### src/rtl/evt_ctr_pkg.sv
package evt_ctr_pkg;

    // width of the prescale exponent field
    localparam int PSC_W  = 3;
    // number of control bits held in the control register
    localparam int CTRL_W = 11;

    // register addresses
    localparam int ADR_CTRL   = 0;
    localparam int ADR_COUNT  = 1;
    localparam int ADR_RELOAD = 2;
    localparam int ADR_CMP    = 3;
    localparam int ADR_FLAG   = 4;

    typedef enum logic [1:0] {
        EDG_NONE = 2'd0,
        EDG_RISE = 2'd1,
        EDG_FALL = 2'd2,
        EDG_BOTH = 2'd3
    } edge_sel_t;

    typedef enum logic {
        ST_STOP = 1'b0,
        ST_RUN  = 1'b1
    } run_state_t;

    // packed MSB first: psc[10:8] ext[7] edge[6:5] mode8[4] pol[3] oe[2] ie[1] run[0]
    typedef struct packed {
        logic [PSC_W-1:0] psc;
        logic             ext;
        edge_sel_t        edge_sel;
        logic             mode8;
        logic             pol;
        logic             oe;
        logic             ie;
        logic             run;
    } ctrl_t;

endpackage

### src/rtl/evt_ctr_tick_gen.sv
module evt_ctr_tick_gen
    import evt_ctr_pkg::*;
#(
    parameter int SYNC_N = 2
) (
    input  logic             clk,
    input  logic             rst_n,
    input  logic             running,
    input  logic             ext_mode,
    input  edge_sel_t        edge_sel,
    input  logic [PSC_W-1:0] psc,
    input  logic             pin_i,
    output logic             tick
);

    localparam int PRE_W = (1 << PSC_W) - 1;

    logic [PRE_W-1:0] pre_q;
    logic [PRE_W-1:0] pre_mask;
    logic [SYNC_N:0]  sync_q;
    logic             pin_now;
    logic             pin_old;
    logic             ext_hit;
    logic             tmr_hit;

    // free-running prescaler, cleared while stopped so every start is aligned
    always_ff @(posedge clk or negedge rst_n) begin
        if (!rst_n) begin
            pre_q <= '0;
        end else if (!running) begin
            pre_q <= '0;
        end else begin
            pre_q <= pre_q + 1'b1;
        end
    end

    // synchroniser chain plus one history stage for edge detection
    always_ff @(posedge clk or negedge rst_n) begin
        if (!rst_n) begin
            sync_q <= '0;
        end else begin
            sync_q <= {sync_q[SYNC_N-1:0], pin_i};
        end
    end

    assign pin_now  = sync_q[SYNC_N-1];
    assign pin_old  = sync_q[SYNC_N];
    assign pre_mask = ~({PRE_W{1'b1}} << psc);
    assign tmr_hit  = ((pre_q & pre_mask) == pre_mask);

    always_comb begin
        unique case (edge_sel)
            EDG_NONE: ext_hit = 1'b0;
            EDG_RISE: ext_hit = pin_now & ~pin_old;
            EDG_FALL: ext_hit = ~pin_now & pin_old;
            EDG_BOTH: ext_hit = pin_now ^ pin_old;
        endcase
    end

    assign tick = running & (ext_mode ? ext_hit : tmr_hit);

    // a pin-mode tick always comes from a change seen across the history stage
    a_r4_edge_source: assert property (@(posedge clk) disable iff (!rst_n)
        (running && ext_mode && tick) |-> (pin_now != pin_old));

endmodule

### src/rtl/evt_ctr_count_core.sv
module evt_ctr_count_core #(
    parameter int CNT_W    = 16,
    parameter int NARROW_W = 8
) (
    input  logic             clk,
    input  logic             rst_n,
    input  logic             tick,
    input  logic             mode8,
    input  logic             load_en,
    input  logic [CNT_W-1:0] load_val,
    input  logic [CNT_W-1:0] reload_val,
    input  logic [CNT_W-1:0] cmp_val,
    output logic [CNT_W-1:0] cnt_o,
    output logic             ovf_evt,
    output logic             cmp_evt
);

    logic [CNT_W-1:0] cnt_q;
    logic [CNT_W-1:0] narrow_top;
    logic [CNT_W-1:0] top_v;
    logic [CNT_W-1:0] view_v;
    logic [CNT_W-1:0] cmp_v;
    logic [CNT_W-1:0] rel_v;
    logic [CNT_W-1:0] ld_v;

    generate
        if (CNT_W > NARROW_W) begin : g_dual
            assign narrow_top = {{(CNT_W-NARROW_W){1'b0}}, {NARROW_W{1'b1}}};
        end else begin : g_single
            assign narrow_top = '1;
        end
    endgenerate

    assign top_v  = mode8 ? narrow_top : '1;
    assign view_v = cnt_q & top_v;
    assign cmp_v  = cmp_val & top_v;
    assign rel_v  = reload_val & top_v;
    assign ld_v   = load_val & top_v;

    // both events look at the count held before the tick is applied
    assign ovf_evt = tick & (view_v == top_v);
    assign cmp_evt = tick & (view_v == cmp_v);

    always_ff @(posedge clk or negedge rst_n) begin
        if (!rst_n) begin
            cnt_q <= '0;
        end else if (load_en) begin
            cnt_q <= ld_v;
        end else if (ovf_evt) begin
            cnt_q <= rel_v;
        end else if (tick) begin
            cnt_q <= view_v + 1'b1;
        end
    end

    assign cnt_o = view_v;

    // an overflow without a software load leaves the reload value in the count
    a_r5_reload: assert property (@(posedge clk) disable iff (!rst_n)
        (ovf_evt && !load_en) |=> (cnt_q == $past(rel_v)));

    // no tick and no load means the count register keeps its value
    a_r13_hold: assert property (@(posedge clk) disable iff (!rst_n)
        (!tick && !load_en) |=> $stable(cnt_q));

endmodule

### src/rtl/evt_ctr_out_fsm.sv
module evt_ctr_out_fsm
    import evt_ctr_pkg::*;
(
    input  logic clk,
    input  logic rst_n,
    input  logic run_req,
    input  logic pol_wr,
    input  logic pol_val,
    input  logic ovf_evt,
    input  logic cmp_evt,
    output logic running,
    output logic lvl_o
);

    run_state_t state_q;
    run_state_t state_d;
    logic       lvl_q;
    logic       flip;

    assign flip = ovf_evt | cmp_evt;

    // next-state logic: T_START and T_HALT
    always_comb begin
        unique case (state_q)
            ST_STOP: state_d = run_req ? ST_RUN : ST_STOP;
            ST_RUN:  state_d = run_req ? ST_RUN : ST_STOP;
        endcase
    end

    // state register
    always_ff @(posedge clk or negedge rst_n) begin
        if (!rst_n) begin
            state_q <= ST_STOP;
        end else begin
            state_q <= state_d;
        end
    end

    // output level: preset while stopped, one flip per event tick while running
    always_ff @(posedge clk or negedge rst_n) begin
        if (!rst_n) begin
            lvl_q <= 1'b0;
        end else begin
            unique case (state_q)
                ST_STOP: if (pol_wr) lvl_q <= pol_val;
                ST_RUN:  if (flip)   lvl_q <= ~lvl_q;
            endcase
        end
    end

    assign running = (state_q == ST_RUN);
    assign lvl_o   = lvl_q;

    // any event tick while running changes the level
    a_r8_toggle: assert property (@(posedge clk) disable iff (!rst_n)
        (state_q == ST_RUN && flip) |=> (lvl_q != $past(lvl_q)));

    // while running, only events move the level (polarity writes do not)
    a_r11_run_hold: assert property (@(posedge clk) disable iff (!rst_n)
        (state_q == ST_RUN && !flip) |=> $stable(lvl_q));

endmodule

### src/rtl/evt_reload_ctr.sv
module evt_reload_ctr
    import evt_ctr_pkg::*;
#(
    parameter int CNT_W  = 16,
    parameter int ADDR_W = 3
) (
    input  logic              clk,
    input  logic              rst_n,
    input  logic              wr_en,
    input  logic [ADDR_W-1:0] wr_addr,
    input  logic [CNT_W-1:0]  wr_data,
    input  logic [ADDR_W-1:0] rd_addr,
    output logic [CNT_W-1:0]  rd_data,
    input  logic              ev_pin_i,
    output logic              tgl_pin_o,
    output logic              tgl_oe_o,
    output logic              irq_o
);

    ctrl_t            ctrl_q;
    ctrl_t            ctrl_new;
    logic [CNT_W-1:0] reload_q;
    logic [CNT_W-1:0] cmp_q;
    logic             flag_q;
    logic [CNT_W-1:0] cnt_v;
    logic             ctrl_wr;
    logic             cnt_wr;
    logic             rel_wr;
    logic             cmp_wr;
    logic             flag_wr;
    logic             flag_clr;
    logic             tick;
    logic             running;
    logic             ovf_evt;
    logic             cmp_evt;
    logic             lvl;
    logic             run_req;

    assign ctrl_wr  = wr_en && (wr_addr == ADDR_W'(ADR_CTRL));
    assign cnt_wr   = wr_en && (wr_addr == ADDR_W'(ADR_COUNT));
    assign rel_wr   = wr_en && (wr_addr == ADDR_W'(ADR_RELOAD));
    assign cmp_wr   = wr_en && (wr_addr == ADDR_W'(ADR_CMP));
    assign flag_wr  = wr_en && (wr_addr == ADDR_W'(ADR_FLAG));
    assign flag_clr = flag_wr && !wr_data[0];
    assign ctrl_new = ctrl_t'(wr_data[CTRL_W-1:0]);
    assign run_req  = ctrl_wr ? ctrl_new.run : ctrl_q.run;

    always_ff @(posedge clk or negedge rst_n) begin
        if (!rst_n) begin
            ctrl_q   <= '0;
            reload_q <= '0;
            cmp_q    <= '0;
        end else begin
            if (ctrl_wr) ctrl_q   <= ctrl_new;
            if (rel_wr)  reload_q <= wr_data;
            if (cmp_wr)  cmp_q    <= wr_data;
        end
    end

    // sticky flag: a hardware set outranks a software clear in the same cycle
    always_ff @(posedge clk or negedge rst_n) begin
        if (!rst_n) begin
            flag_q <= 1'b0;
        end else if (ovf_evt) begin
            flag_q <= 1'b1;
        end else if (flag_clr) begin
            flag_q <= 1'b0;
        end
    end

    evt_ctr_tick_gen u_tick (
        .clk      (clk),
        .rst_n    (rst_n),
        .running  (running),
        .ext_mode (ctrl_q.ext),
        .edge_sel (ctrl_q.edge_sel),
        .psc      (ctrl_q.psc),
        .pin_i    (ev_pin_i),
        .tick     (tick)
    );

    evt_ctr_count_core #(
        .CNT_W    (CNT_W),
        .NARROW_W (8)
    ) u_core (
        .clk        (clk),
        .rst_n      (rst_n),
        .tick       (tick),
        .mode8      (ctrl_q.mode8),
        .load_en    (cnt_wr),
        .load_val   (wr_data),
        .reload_val (reload_q),
        .cmp_val    (cmp_q),
        .cnt_o      (cnt_v),
        .ovf_evt    (ovf_evt),
        .cmp_evt    (cmp_evt)
    );

    evt_ctr_out_fsm u_fsm (
        .clk     (clk),
        .rst_n   (rst_n),
        .run_req (run_req),
        .pol_wr  (ctrl_wr),
        .pol_val (ctrl_new.pol),
        .ovf_evt (ovf_evt),
        .cmp_evt (cmp_evt),
        .running (running),
        .lvl_o   (lvl)
    );

    always_comb begin
        unique case (rd_addr)
            ADDR_W'(ADR_CTRL):   rd_data = CNT_W'(ctrl_q);
            ADDR_W'(ADR_COUNT):  rd_data = cnt_v;
            ADDR_W'(ADR_RELOAD): rd_data = reload_q;
            ADDR_W'(ADR_CMP):    rd_data = cmp_q;
            ADDR_W'(ADR_FLAG):   rd_data = CNT_W'(flag_q);
            default:             rd_data = '0;
        endcase
    end

    assign tgl_oe_o  = ctrl_q.oe;
    assign tgl_pin_o = ctrl_q.oe & lvl;
    assign irq_o     = flag_q & ctrl_q.ie;

    // once set, the flag survives every cycle without a clear write
    a_r6_flag_sticky: assert property (@(posedge clk) disable iff (!rst_n)
        (flag_q && !flag_clr) |=> flag_q);

    // an overflow with the enable held raises the request on the next cycle
    a_r7_irq_rise: assert property (@(posedge clk) disable iff (!rst_n)
        (ovf_evt && ctrl_q.ie && !ctrl_wr) |=> irq_o);

endmodule

### config.mk
export PLATFORM = sky130hd
export DESIGN_NAME = evt_reload_ctr
export DESIGN_NICKNAME = d
export VERILOG_FILES = /design/src/rtl/evt_ctr_pkg.sv /design/src/rtl/evt_ctr_tick_gen.sv /design/src/rtl/evt_ctr_count_core.sv /design/src/rtl/evt_ctr_out_fsm.sv /design/src/rtl/evt_reload_ctr.sv
export SDC_FILE = /design/constraint.sdc
export NUM_CORES = 1
export LEC_CHECK = 0
export ABC_AREA = 1
export BUFFER_PORTS_ARGS = -buffer_cell sky130_fd_sc_hd__buf_2
export CAP_MARGIN = 20
export CORE_ASPECT_RATIO = 1.75
export CORE_MARGIN = 10
export CORE_UTILIZATION = 50
export DETAILED_ROUTE_END_ITERATION = 10
export PLACE_DENSITY = 0.69
export SKIP_CTS_REPAIR_TIMING = 1
export SYNTH_ARGS = -nofsm -noshare
export SYNTH_HDL_FRONTEND = slang
export SYNTH_SLANG_ARGS = --single-unit
### constraint.sdc
create_clock -name clk -period 2.6 [get_ports clk]
set_clock_uncertainty 0.1 [all_clocks]
set_input_delay 0.26 -clock clk [delete_from_list [all_inputs] [get_ports clk]]
set_output_delay 0.26 -clock clk [all_outputs]
set_load 0.02 [all_outputs]
==> results.ini, run 1 <==
[logic_synthesis]
syn-instance-count = 575
syn-num-nets = 605
ys_types = 39
synth.area.mux_share = 0
synthFlopType = dfrtp_1
synthSimpleGateAreaFrac = 0.291
synth-seq-cells = 72
yosys.area.top_type_share = 0.410
yosys.area_share.xor_xnor = 0.0515
yosys_warnings = 0
synth_top_family_by_area = simple AND/OR/NAND/NOR gates
synth_edf_count = 0
synth_compound_area_frac = 0.145
synth_top_cell_by_area = dfrtp_1
synthAdderAreaFrac = 0.0114
synthesis.area_sq_um = 4400
async_flop_share = 1.00
ys_top_cells_by_area = dfrtp_1 (41%), nand2_1 (13%), o21ai_0 (6.6%), inv_1 (5.3%), nor2_1 (4.6%)
syn_avg_cell_area_sq_um = 7.64
yosysSeqAreaShare = 0.410

[timing]
tightest_slew_ps = 646
maxSlewHeadroom = 0.569
rsz0062_at_grt = no
period_share = 0.843
max_freq_ghz = 0.456
setup-violations-final = 0
maxSlewViolCount = 0
hold_viol = 0
fin_tns_setup_ps = 0
layout_min_cycle_time_ps = 2190

[worst_setup_path]
cp_slowest_cell = dfrtp_1
cpMostUsedCell = nand2_4
critPathTopFamily = compound AO/OA/AOI/OAI gates
critPathKind = reg -> reg
cp-end-kind = flop
crit_fanout = 14
arrival_ps = 2310
cp-start-kind = flop
cp_num_buf_inv = 2
slowest_delay_ps = 380
cp.required_ps = 2720
cp_cell_sequence = inv_1, ha_1, nand3_1, o211ai_2, a21oi_4, nand2_4, nand2_4, inv_2, nor2_1, a21oi_1

[cts]
cts.path.max_buffers = 2
cts-htree-levels = 3
cts_sinks = 72
insertion_delay_ps = 330
cts-root-buf = clkbuf_16
path_clk_slew_ps = 60
cts_tree = built
cts_buffers = 9

[detailed_routing]
wl_per_cell_microns = 16.5
dr.pass1.iters = 5
drc = 0
via_count = 3947
drt_wl_total_microns = 12300
via_per_inst = 5.29
drtIter0Drc = 273
antenna_left = 0

[die]
core.rowCount = 45
die-width_microns = 90.9
io_pins = 45
dieArea_sq_um = 13100
core_region_area_sq_um = 8610
initial_core_util = 0.510
die_h_microns = 144

[final_layout]
final_util = 0.588
n_antenna_cell = 0
final_nets = 654
drive_gt1_frac = 0.183
final_cell_mix = nand2_1 (155), dfrtp_1 (72), inv_1 (62)
mostFrequentLayoutCell = nand2_1
syn_to_final_growth_pct = 15.3
fillerInstances = 842

[grt]
grt_pass1_vias = 4089
grt_max_degree = 33
grt_usage = 0.194
antenna_found_initial = 0
grt_pass1_wl_microns = 20300
grt-ovfl-total = 0

[run_status]
status = completed

[power_and_ir_drop]
p_total_mw = 4.42
ir_worst_vdd_mv = 0.670
p_leak_nw = 2.51
pwr_density_cell_nw_per_um2 = 872

[place]
io_buffer_count = 44
hpwl_microns = 9250
gp_congestion = 0.946

[run]
cap_violations = 0

[hold_path]
min_path_type = in -> reg

==> synth_stat cells, types with 4 or more instances <==
library cell,instances
clkbuf_1,9
nand4_1,10
ha_1,4
nand2_4,4
xor2_1,9
a21oi_2,4
xnor2_1,15
nand2_2,4
nand2_1,155
o21ai_0,58
nor2_1,54
nand3_1,29
dfrtp_1,72
a21oi_1,11
or2_2,4
inv_2,6
nor2_4,6
inv_1,62
o211ai_1,7
nand3_2,5
buf_2,4
nor3_1,8
a22oi_1,5
==> registers in the layout, indices dropped and copies added, names as in the netlist <==
signal and flops:
u_tick.sync_q 3, ctrl_q 10, cmp_q 16, u_core.cnt_q 16
u_fsm.lvl_o 1, u_tick.pre_q 7, u_fsm.running 1, flag_q 1
tgl_oe_o 1, reload_q 16
==> report_power, final <==
group          internal [mW]  total (mW)  switching (mW)
clock network          0.840        1.30           0.462
registers               1.39        1.73           0.346
logic                  0.558        1.39           0.828
==> stage by stage <==
| stage | hold WS, ps | std cells | setup WS [ps] | area, sq um |
|---|---|---|---|---|
| floorplan | -136 | 575 | 745 | 4400 |
| global placement | 209 | 728 | 480 | 4730 |
| detailed placement | 216 | 728 | 416 | 4730 |
| CTS | -139 | 744 | 405 | 5050 |
| global route | 85.9 | 746 | 139 | 5070 |
| finish | 69.5 | 746 | 409 | 5070 |
==> worst reg2reg max path: cells and delay by family, from the launching register on <==
kind	cells	cell delay (ps)
AO/OA/AOI/OAI	3	540
AND/OR/NAND/NOR	4	510
flip-flops	1	380
adder cells (fa/ha/maj)	1	290
buffers and inverters	2	250
==> final cells by class <==
type | count | area [sq um] | area share
sequential | 72 | 1800 | 0.356
multi-input combinational | 414 | 2200 | 0.434
clock buffer | 11 | 233 | 0.0459
inverter | 68 | 255 | 0.0504
timing repair buffer | 59 | 350 | 0.0691
clock inverter | 5 | 81.3 | 0.0160
tap | 117 | 146 | 0.0289
==> worst paths after layout <==
kind / startpoint / cells after the start / slack (ps) / endpoint
min: wr_data[5] / 3 / 70 / u_core.cnt_q[5]
min in group asynchronous: rst_n / 2 / 390 / u_tick.pre_q[6]
max reg2reg: u_tick.sync_q[1] / 10 / 410 / u_core.cnt_q[13]
max: u_tick.sync_q[1] / 10 / 410 / u_core.cnt_q[13]
max in group asynchronous: rst_n / 3 / 1340 / u_core.cnt_q[12]
min reg2reg: u_tick.sync_q[0] / 0 / 290 / u_tick.sync_q[1]
==> cells by family (layout without fill, tap and decap cells) <==
| family | Yosys count | in the layout |
|---|---|---|
| compound gates | 102 | 102 |
| buf+inv | 89 | 143 |
| xor+xnor | 25 | 25 |
| flops | 72 | 72 |
| simple gates | 283 | 283 |
| fa+ha+maj | 4 | 4 |
==> per-layer routing <==
layer | vias to the layer above | share of wire | GRT usage
met5 | - | 0 | 0
met4 | 0 | 0.030 | 0.0837
met3 | 34 | 0.039 | 0.0363
met2 | 101 | 0.55 | 0.368
met1 | 1860 | 0.38 | 0.203
li1 | 1952 | - | -
Power figures use the tool's default switching activity.
==> run 2: changes to the inputs <==
==> constraint.sdc (replaced) <==
create_clock -name clk -period 2.1 [get_ports clk]
set_clock_uncertainty 0.1 [all_clocks]
set_input_delay 0.21 -clock clk [delete_from_list [all_inputs] [get_ports clk]]
set_output_delay 0.21 -clock clk [all_outputs]
set_load 0.02 [all_outputs]
==> run 2 against run 1 <==
  * Clock power up 22%
  * Design area up 1.9%
  * Worst hold slack worse by 43 ps
  * Die area unchanged
  * Power up 26%
  * Sequential power up 23%
  * Register-to-register slack worse by 260 ps
  * Critical path type unchanged
  * Highest routed layer unchanged
==> results.ini, run 2 (synthesis results as in run 1) <==
[timing]
setup_ws_ps = 150  ; -259 ps
setup-violations-final = 0  ; unchanged
tightest_slew_ps = 533  ; -113 ps
fin_tns_setup_ps = 0  ; unchanged
maxSlewHeadroom = 0.642  ; +0.0727
layout_min_cycle_time_ps = 1950  ; -241 ps
period_share = 0.928  ; +0.0858
rsz0062_at_grt = no
maxSlewViolCount = 0  ; unchanged
hold_viol = 0  ; unchanged
max_freq_ghz = 0.513  ; +12%

[power_and_ir_drop]
pwr_density_cell_nw_per_um2 = 1080  ; +24%
ir_worst_vdd_mv = 0.635  ; -5.1%
p_leak_nw = 2.58  ; +2.6%
p_total_mw = 5.56  ; +26%

[grt]
grt_max_degree = 73  ; +120%
grt_pass1_wl_microns = 20100  ; -0.92%
grt_pass1_vias = 4139  ; +1.2%
grt-ovfl-total = 0  ; unchanged
grt_usage = 0.193  ; -0.00112
antenna_found_initial = 0  ; unchanged

[worst_setup_path]
cp-end-kind = flop
critPathKind = reg -> reg
slowest_delay_ps = 370  ; about the same
cp_slowest_cell = dfrtp_1
cp_num_buf_inv = 1  ; -1
r2r-start = u_tick.sync_q[1]
arrival_ps = 2060  ; -250 ps
critPathTopFamily = simple AND/OR/NAND/NOR gates
cp_cell_sequence = inv_1, ha_1, nand3_1, o211ai_2, a21oi_4, nand3_4, o21ai_0, nor2_1, nand2_1, nand2_1
crit_fanout = 15  ; +1
cp.required_ps = 2210  ; -510 ps
critPathLaunch = u_tick.sync_q[1]
cp-start-kind = flop
cpMostUsedCell = nand2_1
r2r_slack_ps = 150  ; -260 ps

[final_layout]
final_nets = 667  ; +2.0%
final_area_sq_um = 5160  ; +1.9%
reg.largest.list = cmp_q: 16 flops, reload_q: 16 flops, u_core.cnt_q: 16 flops
n_antenna_cell = 0  ; unchanged
drive_gt1_frac = 0.203  ; +0.0200
multi_input_area_sq_um = 2210  ; +0.40%
fillerInstances = 814  ; -3.3%
mostFrequentLayoutCell = nand2_1
syn_to_final_growth_pct = 17.5
seqCellArea_sq_um = 1800  ; about the same
layout.cells.non_filler = 758  ; +1.6%
final_cell_mix = nand2_1 (155), dfrtp_1 (71), inv_1 (62)

[detailed_routing]
antenna_left = 0  ; unchanged
via_count = 4082  ; +3.4%
drc = 0  ; unchanged
wl_per_cell_microns = 16.5  ; +0.57%
drt_wl_total_microns = 12500  ; +2.2%
via_per_inst = 5.39  ; +1.8%
dr.pass1.iters = 5  ; unchanged
drtIter0Drc = 230  ; -16%

[die]
die_h_microns = 144  ; unchanged
core_region_area_sq_um = 8610  ; unchanged
core.rowCount = 45  ; unchanged
io_pins = 45  ; unchanged
dieArea_sq_um = 13100  ; unchanged
initial_core_util = 0.510  ; unchanged
die-width_microns = 90.9  ; unchanged

[cts]
cts_sinks = 72  ; unchanged
path_clk_slew_ps = 60  ; about the same
cts.path.max_buffers = 2  ; unchanged
cts_buffers = 9  ; unchanged
cts-htree-levels = 3  ; unchanged
cts-root-buf = clkbuf_16
cts_tree = built
insertion_delay_ps = 330  ; about the same

[run]
cap_violations = 0  ; unchanged

[place]
dp.cells = 741  ; +1.8%
dp_slack_ps = 140  ; -275 ps
io_buffer_count = 44  ; unchanged
hpwl_microns = 9250  ; about the same
placed_cell_area_sq_um = 4830  ; +2.1%
gp_congestion = 0.906  ; -4.2%

[hold_path]
min_from = wr_data[5]
min_path_type = in -> reg

[run_status]
status = completed

==> run 2: power breakdown <==
| group | switching [mW] | internal (mW) |
|---|---|---|
| Sequential | 0.405 | 1.72 |
| Clock | 0.559 | 1.03 |
| Combinational | 1.09 | 0.758 |
==> run 2: final cells by class <==
type / count / share of cell area
clock inverter: 4 / 0.0136
inverter: 68 / 0.0494
tap: 117 / 0.0283
multi-input combinational: 414 / 0.428
clock buffer: 11 / 0.0451
sequential: 72 / 0.349
timing repair buffer: 72 / 0.0867
==> run 2: final timing paths <==
kind,cells after the start,to
worst min register to register,0,u_tick.sync_q[1]
min in group asynchronous,3,u_tick.pre_q[6]
worst max register to register,10,u_fsm.lvl_o
max in group asynchronous,3,u_core.cnt_q[0]
worst max-delay path,10,u_fsm.lvl_o
worst min-delay path,3,u_core.cnt_q[5]
==> run 2: worst register-to-register path: cells and delay by family, from the launching register on <==
family / cells / cell delay [ps]
buffers and inverters: 1 / 50
DFF: 1 / 370
and+or+nand+nor: 5 / 520
adders and majority gates: 1 / 280
AOI/OAI and AO/OA: 3 / 520
==> run 2: per-stage QoR <==
step	util	hold WS [ps]
2_1_floorplan	-	-186
3_3_place_gp	0.561	169
3_5_place_dp	0.561	170
4_1_cts	0.596	-180
5_1_grt	0.599	30.9
6_report	0.599	26.2
==> run 2: layer usage <==
| layer | vias up | GRT usage | wire length (microns) |
|---|---|---|---|
| met5 | - | 0 | 0 |
| met4 | 0 | 0.102 | 415 |
| met3 | 30 | 0.0384 | 591 |
| met2 | 137 | 0.361 | 6840 |
| met1 | 1929 | 0.197 | 4690 |
| li1 | 1986 | - | - |
